<file path="config.mk">
export PLATFORM = sky130hd
export DESIGN_NAME = nib_mapper
export DESIGN_NICKNAME = d
export VERILOG_FILES = /design/src/rtl/nm_pkg.sv /design/src/rtl/nm_regfile.sv /design/src/rtl/nm_sram.sv /design/src/rtl/nm_readmux.sv /design/src/rtl/nib_mapper.sv
export SDC_FILE = /design/constraint.sdc
export NUM_CORES = 1
export LEC_CHECK = 0
export BUFFER_PORTS_ARGS = -buffer_cell sky130_fd_sc_hd__buf_2
export CORE_MARGIN = 5
export CORE_UTILIZATION = 61
export DETAILED_ROUTE_END_ITERATION = 10
export GPL_TIMING_DRIVEN = 1
export PLACE_DENSITY = 0.78
export SLEW_MARGIN = 20
export SYNTH_ARGS = -nofsm -noshare
export SYNTH_HDL_FRONTEND = slang
export SYNTH_SLANG_ARGS = --single-unit
</file>
<file path="constraint.sdc">
create_clock -name clk -period 3.35 [get_ports clk]
set_input_delay 0 -clock clk [delete_from_list [all_inputs] [get_ports clk]]
set_output_delay 0 -clock clk [all_outputs]
set_load 0.01 [all_outputs]
</file>
<file path="src/rtl/nm_pkg.sv">
package nm_pkg;
  localparam int NIB_W  = 4;
  localparam int IDX_W  = 8;
  localparam int NREG   = 8;
  localparam int BYTE_W = 2 * NIB_W;
  localparam int RAM_AW = NIB_W + 1;

  localparam logic [IDX_W-1:0] IX_BANK_LO = 8'h00;
  localparam logic [IDX_W-1:0] IX_BANK_HI = 8'h01;
  localparam logic [IDX_W-1:0] IX_WDAT_LO = 8'h04;
  localparam logic [IDX_W-1:0] IX_WDAT_HI = 8'h05;
  localparam logic [IDX_W-1:0] IX_CTRL    = 8'h06;
  localparam logic [IDX_W-1:0] IX_ADDR_LO = 8'h07;
  localparam logic [IDX_W-1:0] IX_READY   = 8'h0A;
  localparam logic [IDX_W-1:0] IX_RES_LO  = 8'h0C;
  localparam logic [IDX_W-1:0] IX_RES_HI  = 8'h0D;

  typedef enum logic [NIB_W-2:0] {
    OP_STORE = 3'd0,
    OP_FETCH = 3'd1
  } op_e;

  function automatic logic [NIB_W-2:0] op_of(input logic [NIB_W-1:0] ctrl);
    return ctrl[NIB_W-1:1];
  endfunction

  function automatic logic [RAM_AW-1:0] ram_addr(input logic [NIB_W-1:0] ctrl,
                                                 input logic [NIB_W-1:0] alo);
    return {ctrl[0], alo};
  endfunction

  function automatic logic [BYTE_W-1:0] join_nibs(input logic [NIB_W-1:0] hi,
                                                  input logic [NIB_W-1:0] lo);
    return {hi, lo};
  endfunction

  function automatic logic [BYTE_W-1:0] even_read(input logic [IDX_W-1:0]  idx,
                                                  input logic [NIB_W-1:0]  ctrl,
                                                  input logic [BYTE_W-1:0] ram_b);
    logic [BYTE_W-1:0] v;
    v = 8'hF1;
    if (idx == IX_RES_LO || idx == IX_RES_HI) begin
      if (op_of(ctrl) == OP_FETCH)
        v = {4'hF, (idx == IX_RES_HI) ? ram_b[BYTE_W-1:NIB_W] : ram_b[NIB_W-1:0]};
      else
        v = 8'hF0;
    end
    return v;
  endfunction
endpackage

</file>
<file path="src/rtl/nm_regfile.sv">
module nm_regfile
  import nm_pkg::*;
#(
  parameter int NW = NIB_W,
  parameter int IW = IDX_W,
  parameter int NR = NREG
) (
  input  logic          clk,
  input  logic          rst_n,
  input  logic          idx_wr,
  input  logic          dat_wr,
  input  logic [IW-1:0] wdata,
  output logic [IW-1:0] index_q,
  output logic [NW-1:0] bank_lo,
  output logic [NW-1:0] bank_hi,
  output logic [NW-1:0] ctrl,
  output logic [NW-1:0] alo,
  output logic          store_evt,
  output logic          bank_evt,
  output logic [NW:0]   st_addr,
  output logic [2*NW-1:0] st_data
);
  logic [NW-1:0] nib_q [NR];
  logic          idx_in_range;

  always_ff @(posedge clk) begin
    if (!rst_n)      index_q <= '0;
    else if (idx_wr) index_q <= wdata;
  end

  assign idx_in_range = (index_q < IW'(NR));

  for (genvar i = 0; i < NR; i++) begin : g_nib
    always_ff @(posedge clk) begin
      if (!rst_n)
        nib_q[i] <= '0;
      else if (dat_wr && index_q == IW'(i))
        nib_q[i] <= wdata[NW-1:0];
    end
  end

  assign bank_lo = nib_q[IX_BANK_LO[2:0]];
  assign bank_hi = nib_q[IX_BANK_HI[2:0]];
  assign ctrl    = nib_q[IX_CTRL[2:0]];
  assign alo     = nib_q[IX_ADDR_LO[2:0]];

  assign bank_evt  = dat_wr && (index_q == IX_BANK_LO || index_q == IX_BANK_HI);
  assign store_evt = dat_wr && (index_q == IX_ADDR_LO) && (op_of(ctrl) == OP_STORE);
  assign st_addr   = ram_addr(ctrl, wdata[NW-1:0]);
  assign st_data   = join_nibs(nib_q[IX_WDAT_HI[2:0]], nib_q[IX_WDAT_LO[2:0]]);

  // the index latch only moves on an index-port write
  a_r3_index_hold: assert property (@(posedge clk) disable iff (!rst_n)
    !idx_wr |=> $stable(index_q));

  // out-of-range indices leave the registers alone
  a_r4_high_index_ignored: assert property (@(posedge clk) disable iff (!rst_n)
    (dat_wr && !idx_in_range) |=> ($stable(ctrl) && $stable(alo) &&
                                   $stable(bank_lo) && $stable(bank_hi)));

  // an in-range data write lands its nibble
  a_r4_nibble_lands: assert property (@(posedge clk) disable iff (!rst_n)
    (dat_wr && index_q == IX_CTRL) |=> (ctrl == $past(wdata[NW-1:0])));
endmodule

</file>
<file path="src/rtl/nm_sram.sv">
module nm_sram #(
  parameter int AW = 5,
  parameter int DW = 8
) (
  input  logic          clk,
  input  logic          rst_n,
  input  logic          we,
  input  logic [AW-1:0] waddr,
  input  logic [DW-1:0] wdata,
  input  logic [AW-1:0] raddr,
  output logic [DW-1:0] rdata
);
  localparam int DEPTH = 1 << AW;
  logic [DW-1:0] mem [DEPTH];

  always_ff @(posedge clk) begin
    if (we) mem[waddr] <= wdata;
  end

  assign rdata = mem[raddr];

  // a store puts its byte at its address
  a_r6_store_lands: assert property (@(posedge clk) disable iff (!rst_n)
    we |=> (mem[$past(waddr)] == $past(wdata)));
endmodule

</file>
<file path="src/rtl/nm_readmux.sv">
module nm_readmux
  import nm_pkg::*;
(
  input  logic              rd_en,
  input  logic              odd,
  input  logic [IDX_W-1:0]  index_q,
  input  logic [NIB_W-1:0]  ctrl,
  input  logic [BYTE_W-1:0] ram_b,
  output logic [BYTE_W-1:0] rdata
);
  always_comb begin
    if (!rd_en || odd) rdata = 8'hFF;
    else               rdata = even_read(index_q, ctrl, ram_b);
  end
endmodule

</file>
<file path="src/rtl/nib_mapper.sv">
module nib_mapper
  import nm_pkg::*;
#(
  parameter logic [2:0] WIN_PAGE = 3'd5
) (
  input  logic              clk,
  input  logic              rst_n,
  input  logic [2:0]        host_page,
  input  logic              host_a0,
  input  logic [BYTE_W-1:0] host_wdata,
  input  logic              host_wr,
  input  logic              host_rd,
  output logic [BYTE_W-1:0] host_rdata,
  output logic [BYTE_W-1:0] rom_bank
);
  logic              win_hit, idx_wr, dat_wr, rd_en;
  logic [IDX_W-1:0]  index_q;
  logic [NIB_W-1:0]  bank_lo, bank_hi, ctrl, alo;
  logic              store_evt, bank_evt;
  logic [RAM_AW-1:0] st_addr;
  logic [BYTE_W-1:0] st_data, ram_b;

  assign win_hit = (host_page == WIN_PAGE);
  assign idx_wr  = host_wr && win_hit && host_a0;
  assign dat_wr  = host_wr && win_hit && !host_a0;
  assign rd_en   = host_rd && win_hit;

  nm_regfile u_regs (
    .clk(clk), .rst_n(rst_n), .idx_wr(idx_wr), .dat_wr(dat_wr),
    .wdata(host_wdata), .index_q(index_q), .bank_lo(bank_lo),
    .bank_hi(bank_hi), .ctrl(ctrl), .alo(alo), .store_evt(store_evt),
    .bank_evt(bank_evt), .st_addr(st_addr), .st_data(st_data)
  );

  nm_sram #(.AW(RAM_AW), .DW(BYTE_W)) u_ram (
    .clk(clk), .rst_n(rst_n), .we(store_evt), .waddr(st_addr),
    .wdata(st_data), .raddr(ram_addr(ctrl, alo)), .rdata(ram_b)
  );

  nm_readmux u_rmux (
    .rd_en(rd_en), .odd(host_a0), .index_q(index_q), .ctrl(ctrl),
    .ram_b(ram_b), .rdata(host_rdata)
  );

  assign rom_bank = join_nibs(bank_hi, bank_lo);

  // the bank moves only after a bank-register write
  a_r5_bank_on_write_only: assert property (@(posedge clk) disable iff (!rst_n)
    !$stable(rom_bank) |-> $past(bank_evt));

  // writes off the window change nothing
  a_r2_off_window: assert property (@(posedge clk) disable iff (!rst_n)
    (host_wr && !win_hit) |=> ($stable(index_q) && $stable(rom_bank) && $stable(ctrl)));

  // odd-port reads
  a_r8_odd_read_ff: assert property (@(posedge clk) disable iff (!rst_n)
    (rd_en && host_a0) |-> (host_rdata == 8'hFF));

  // idle read bus
  a_r11_idle_ff: assert property (@(posedge clk) disable iff (!rst_n)
    !rd_en |-> (host_rdata == 8'hFF));

  // even reads always carry an all-ones high nibble
  a_r10_even_high_nibble: assert property (@(posedge clk) disable iff (!rst_n)
    (rd_en && !host_a0) |-> (host_rdata[7:4] == 4'hF));
endmodule

</file>
==> metrics <==
distinct cell type count after synthesis=54; cell area power density=about 550 mW/mm^2; Final Cycle Share=90.5%; share of layout cells above drive strength 1=22.5%; horizontal extent of the die=148 um; number of primary I/O pins=32; yosys warns=0; clock-pin slew on the worst setup and hold paths=60 ps; Starting Density=between 60% and 70%; chain of cells forming the critical path=buf_12 -> mux4_1 -> o22ai_1 -> o31a_1 -> a31o_1 -> o311ai_1 -> buf_2; hold slack final=390 ps; final setup vio count=0; setup repair after global routing missed its margin=no; accumulated negative setup slack=0 ps; overall power consumption=7.25 mW; Post-synth EDFFs=280; number of antenna violations at the first check in global routing=0; run status=completed; kind of start point of the critical path=register; cell area after synthesis=~0.012 mm^2; y dimension of the die=148 um; gate count of the mapped netlist=614; arrival time of the worst setup path=3030 ps; global placement routability congestion=around 0.96; Layout area overhead=14.3%; net count of the finished layout=710; Hold/Removal Path Class=input port to register; clock period minus final worst setup slack=about 3000 ps; share of synthesized area occupied by flip-flops and latches=about 74%; clock sinks=288; Detailed Route Iter0 Violations=1087; buffers and inverters on the worst path=2; number of failing hold endpoints at the final stage=0; number of max-cap violations=0; clock latency reported for the late side of the worst-skew pair=540 ps; flip-flop cell with the highest count after synthesis=sky130_fd_sc_hd__edfxtp_1; most common cell after layout, fill and taps aside=sky130_fd_sc_hd__edfxtp_1; vias in the first global route=roughly 6400; area inside the core boundary=~0.019 mm^2; number of buffer cells added on primary ports=27; n_diodes=0; root buffer cell=sky130_fd_sc_hd__clkbuf_16; global routing usage summed across all routing layers=around 25%; vias=approximately 6400; final antenna-violating net count=0; worst endpoint required time=3350 ps; Worst Max-Slew Pin Slew=about 1100 ps; fraction of the core area covered by cells at the end of the flow=70.8%; FF+latch count, synth=288; Slew Viols, Final=0; clock tree from TritonCTS=done; Slowest-stage cell, CP=sky130_fd_sc_hd__o311ai_1; share of synthesized flip-flops with an asynchronous set or reset=0%; first-pass GRT wire length=39700 um; overall die area=0.0219 mm^2; critical path class=register to primary output; Cell Rows=50; average wire length per cell after detail routing=27.9 um; worst max-slew margin expressed relative to the limit=28.3%; crit-path max cell delay=~400 ps; fmax=0.330 GHz; H-tree levels=1; total grt overflow=0; VDD IR max=0.312 mV; leakage=4.30 nW; cell class contributing the biggest share of worst-path delay=compound AO/OA/AOI/OAI gates; Resize count post-CTS=0; number of iterations in the first detailed-routing pass=6; pin count of the biggest net entering global routing=between 60 and 70; synthesized area per cell=between 15 and 20 um^2; CTS Buf Count=28; maximum count of clock buffers along a single path=3; DRC violation count after routing=0; largest fanout of any net on the critical path=60; clock skew after layout=11.4 ps; ratio of routed vias to standard cells=6.79; kind of end point of the critical path=primary output; leading cell types in the layout, fill and taps excluded=sky130_fd_sc_hd__edfxtp_1, sky130_fd_sc_hd__mux4_2, sky130_fd_sc_hd__nor2_1, sky130_fd_sc_hd__nand2_1, sky130_fd_sc_hd__clkbuf_16; Final HPWL DP=15900 um; final wirelength=26400 um
-- path summary, 6_finish.rpt --
kind / startpoint / endpoint / slack, ps / cells after the start
worst max-delay path: u_regs.nib_q[7][0] / host_rdata[0] / 320 / 7
worst min-delay path: rst_n / u_regs.index_q[2] / 390 / 3
worst max register to register: u_regs.index_q[7] / u_ram.mem[28][2] / 350 / 5
worst min register to register: u_regs.index_q[2] / u_regs.index_q[2] / 510 / 2
-- cell usage after synthesis, types with 2 or more instances --
master / n / share of area (%)
sky130_fd_sc_hd__nand3_1: 21 / 0.91
sky130_fd_sc_hd__buf_12: 3 / 0.52
sky130_fd_sc_hd__edfxtp_1: 280 / 73
sky130_fd_sc_hd__mux2i_1: 6 / 0.52
sky130_fd_sc_hd__dfxtp_1: 8 / 1.4
sky130_fd_sc_hd__nor2_1: 46 / 1.5
sky130_fd_sc_hd__a22oi_1: 14 / 0.91
sky130_fd_sc_hd__nand2b_1: 4 / 0.22
sky130_fd_sc_hd__a21oi_1: 3 / 0.13
sky130_fd_sc_hd__buf_6: 3 / 0.29
sky130_fd_sc_hd__nor3_2: 2 / 0.17
sky130_fd_sc_hd__and4b_1: 2 / 0.17
sky130_fd_sc_hd__nor2b_1: 5 / 0.27
sky130_fd_sc_hd__or3_1: 2 / 0.11
sky130_fd_sc_hd__nor3b_1: 2 / 0.13
sky130_fd_sc_hd__inv_1: 5 / 0.16
sky130_fd_sc_hd__nand2_1: 29 / 0.94
sky130_fd_sc_hd__nand4_1: 6 / 0.32
sky130_fd_sc_hd__and3_1: 2 / 0.11
sky130_fd_sc_hd__buf_4: 6 / 0.39
sky130_fd_sc_hd__o2111ai_1: 2 / 0.15
sky130_fd_sc_hd__mux4_1: 12 / 2.7
sky130_fd_sc_hd__mux2_2: 3 / 0.29
sky130_fd_sc_hd__nor3_1: 11 / 0.48
sky130_fd_sc_hd__o21ai_0: 6 / 0.26
sky130_fd_sc_hd__mux4_2: 51 / 9.9
sky130_fd_sc_hd__a21boi_0: 8 / 0.52
sky130_fd_sc_hd__o31ai_1: 3 / 0.19
sky130_fd_sc_hd__clkbuf_1: 13 / 0.42
sky130_fd_sc_hd__and2_1: 20 / 1.1
sky130_fd_sc_hd__nor4_1: 2 / 0.11
sky130_fd_sc_hd__buf_2: 11 / 0.48
sky130_fd_sc_hd__o211ai_1: 2 / 0.13
-- metrics by stage --
step / area, um^2 / instances / worst slack [ps]
2_1_floorplan: 11600 / 617 / 1120
3_3_place_gp: 11900 / 859 / 617
3_5_place_dp: 12000 / 866 / 435
4_1_cts: 13200 / 941 / 81.4
5_1_grt: 13200 / 949 / 181
6_report: 13200 / 949 / 319
-- worst min-delay path, cell delays in order --
cell                            delay [ps]
sky130_fd_sc_hd__dlygate4sd3_1         530
sky130_fd_sc_hd__buf_2                 200
sky130_fd_sc_hd__a21boi_0              150
-- logic make-up after synthesis --
family | after synthesis | synth area share, %
mux | 73 | 13.5
simple gates | 162 | 7.18
flops | 288 | 73.9
compound gates | 47 | 2.88
other cells | 1 | 0.0324
buf+inv | 43 | 2.42
-- power by group --
| group | switching (mW) | internal (mW) |
|---|---|---|
| sequential | 0.0212 | 3.94 |
| combinational | 0.155 | 0.106 |
| clock | 1.29 | 1.73 |
| total | 1.47 | 5.78 |
-- flip-flops by register name (all words and copies together), names as in the netlist --
register and cells:
u_ram.mem 256, u_regs.nib_q 24, u_regs.index_q 8
-- final cells by class --
cell class                 count  area, um^2
sequential                   288        8570
fill                        1049        5460
multi-input combinational    286        2750
clock buffer                  35         748
timing repair buffer          85         729
tap                          234         293
clock inverter                16         138
inverter                       5        18.8
-- what timing repair did --
action | CTS | global route
endpoints found under the hold margin | 21 | 0
hold buffers | 24 | 0
buffers inserted | 0 | 8
setup endpoints to repair | 0 | 2
-- routing by layer --
metal,vias to the layer above,track usage (%),part of all wire [%]
met1,3240,35.0,39
met4,0,9.01,4.4
met5,-,0,0
met3,95,4.78,11
met2,479,38.6,46
li1,2633,-,-
(Power assumes the default switching activity.)
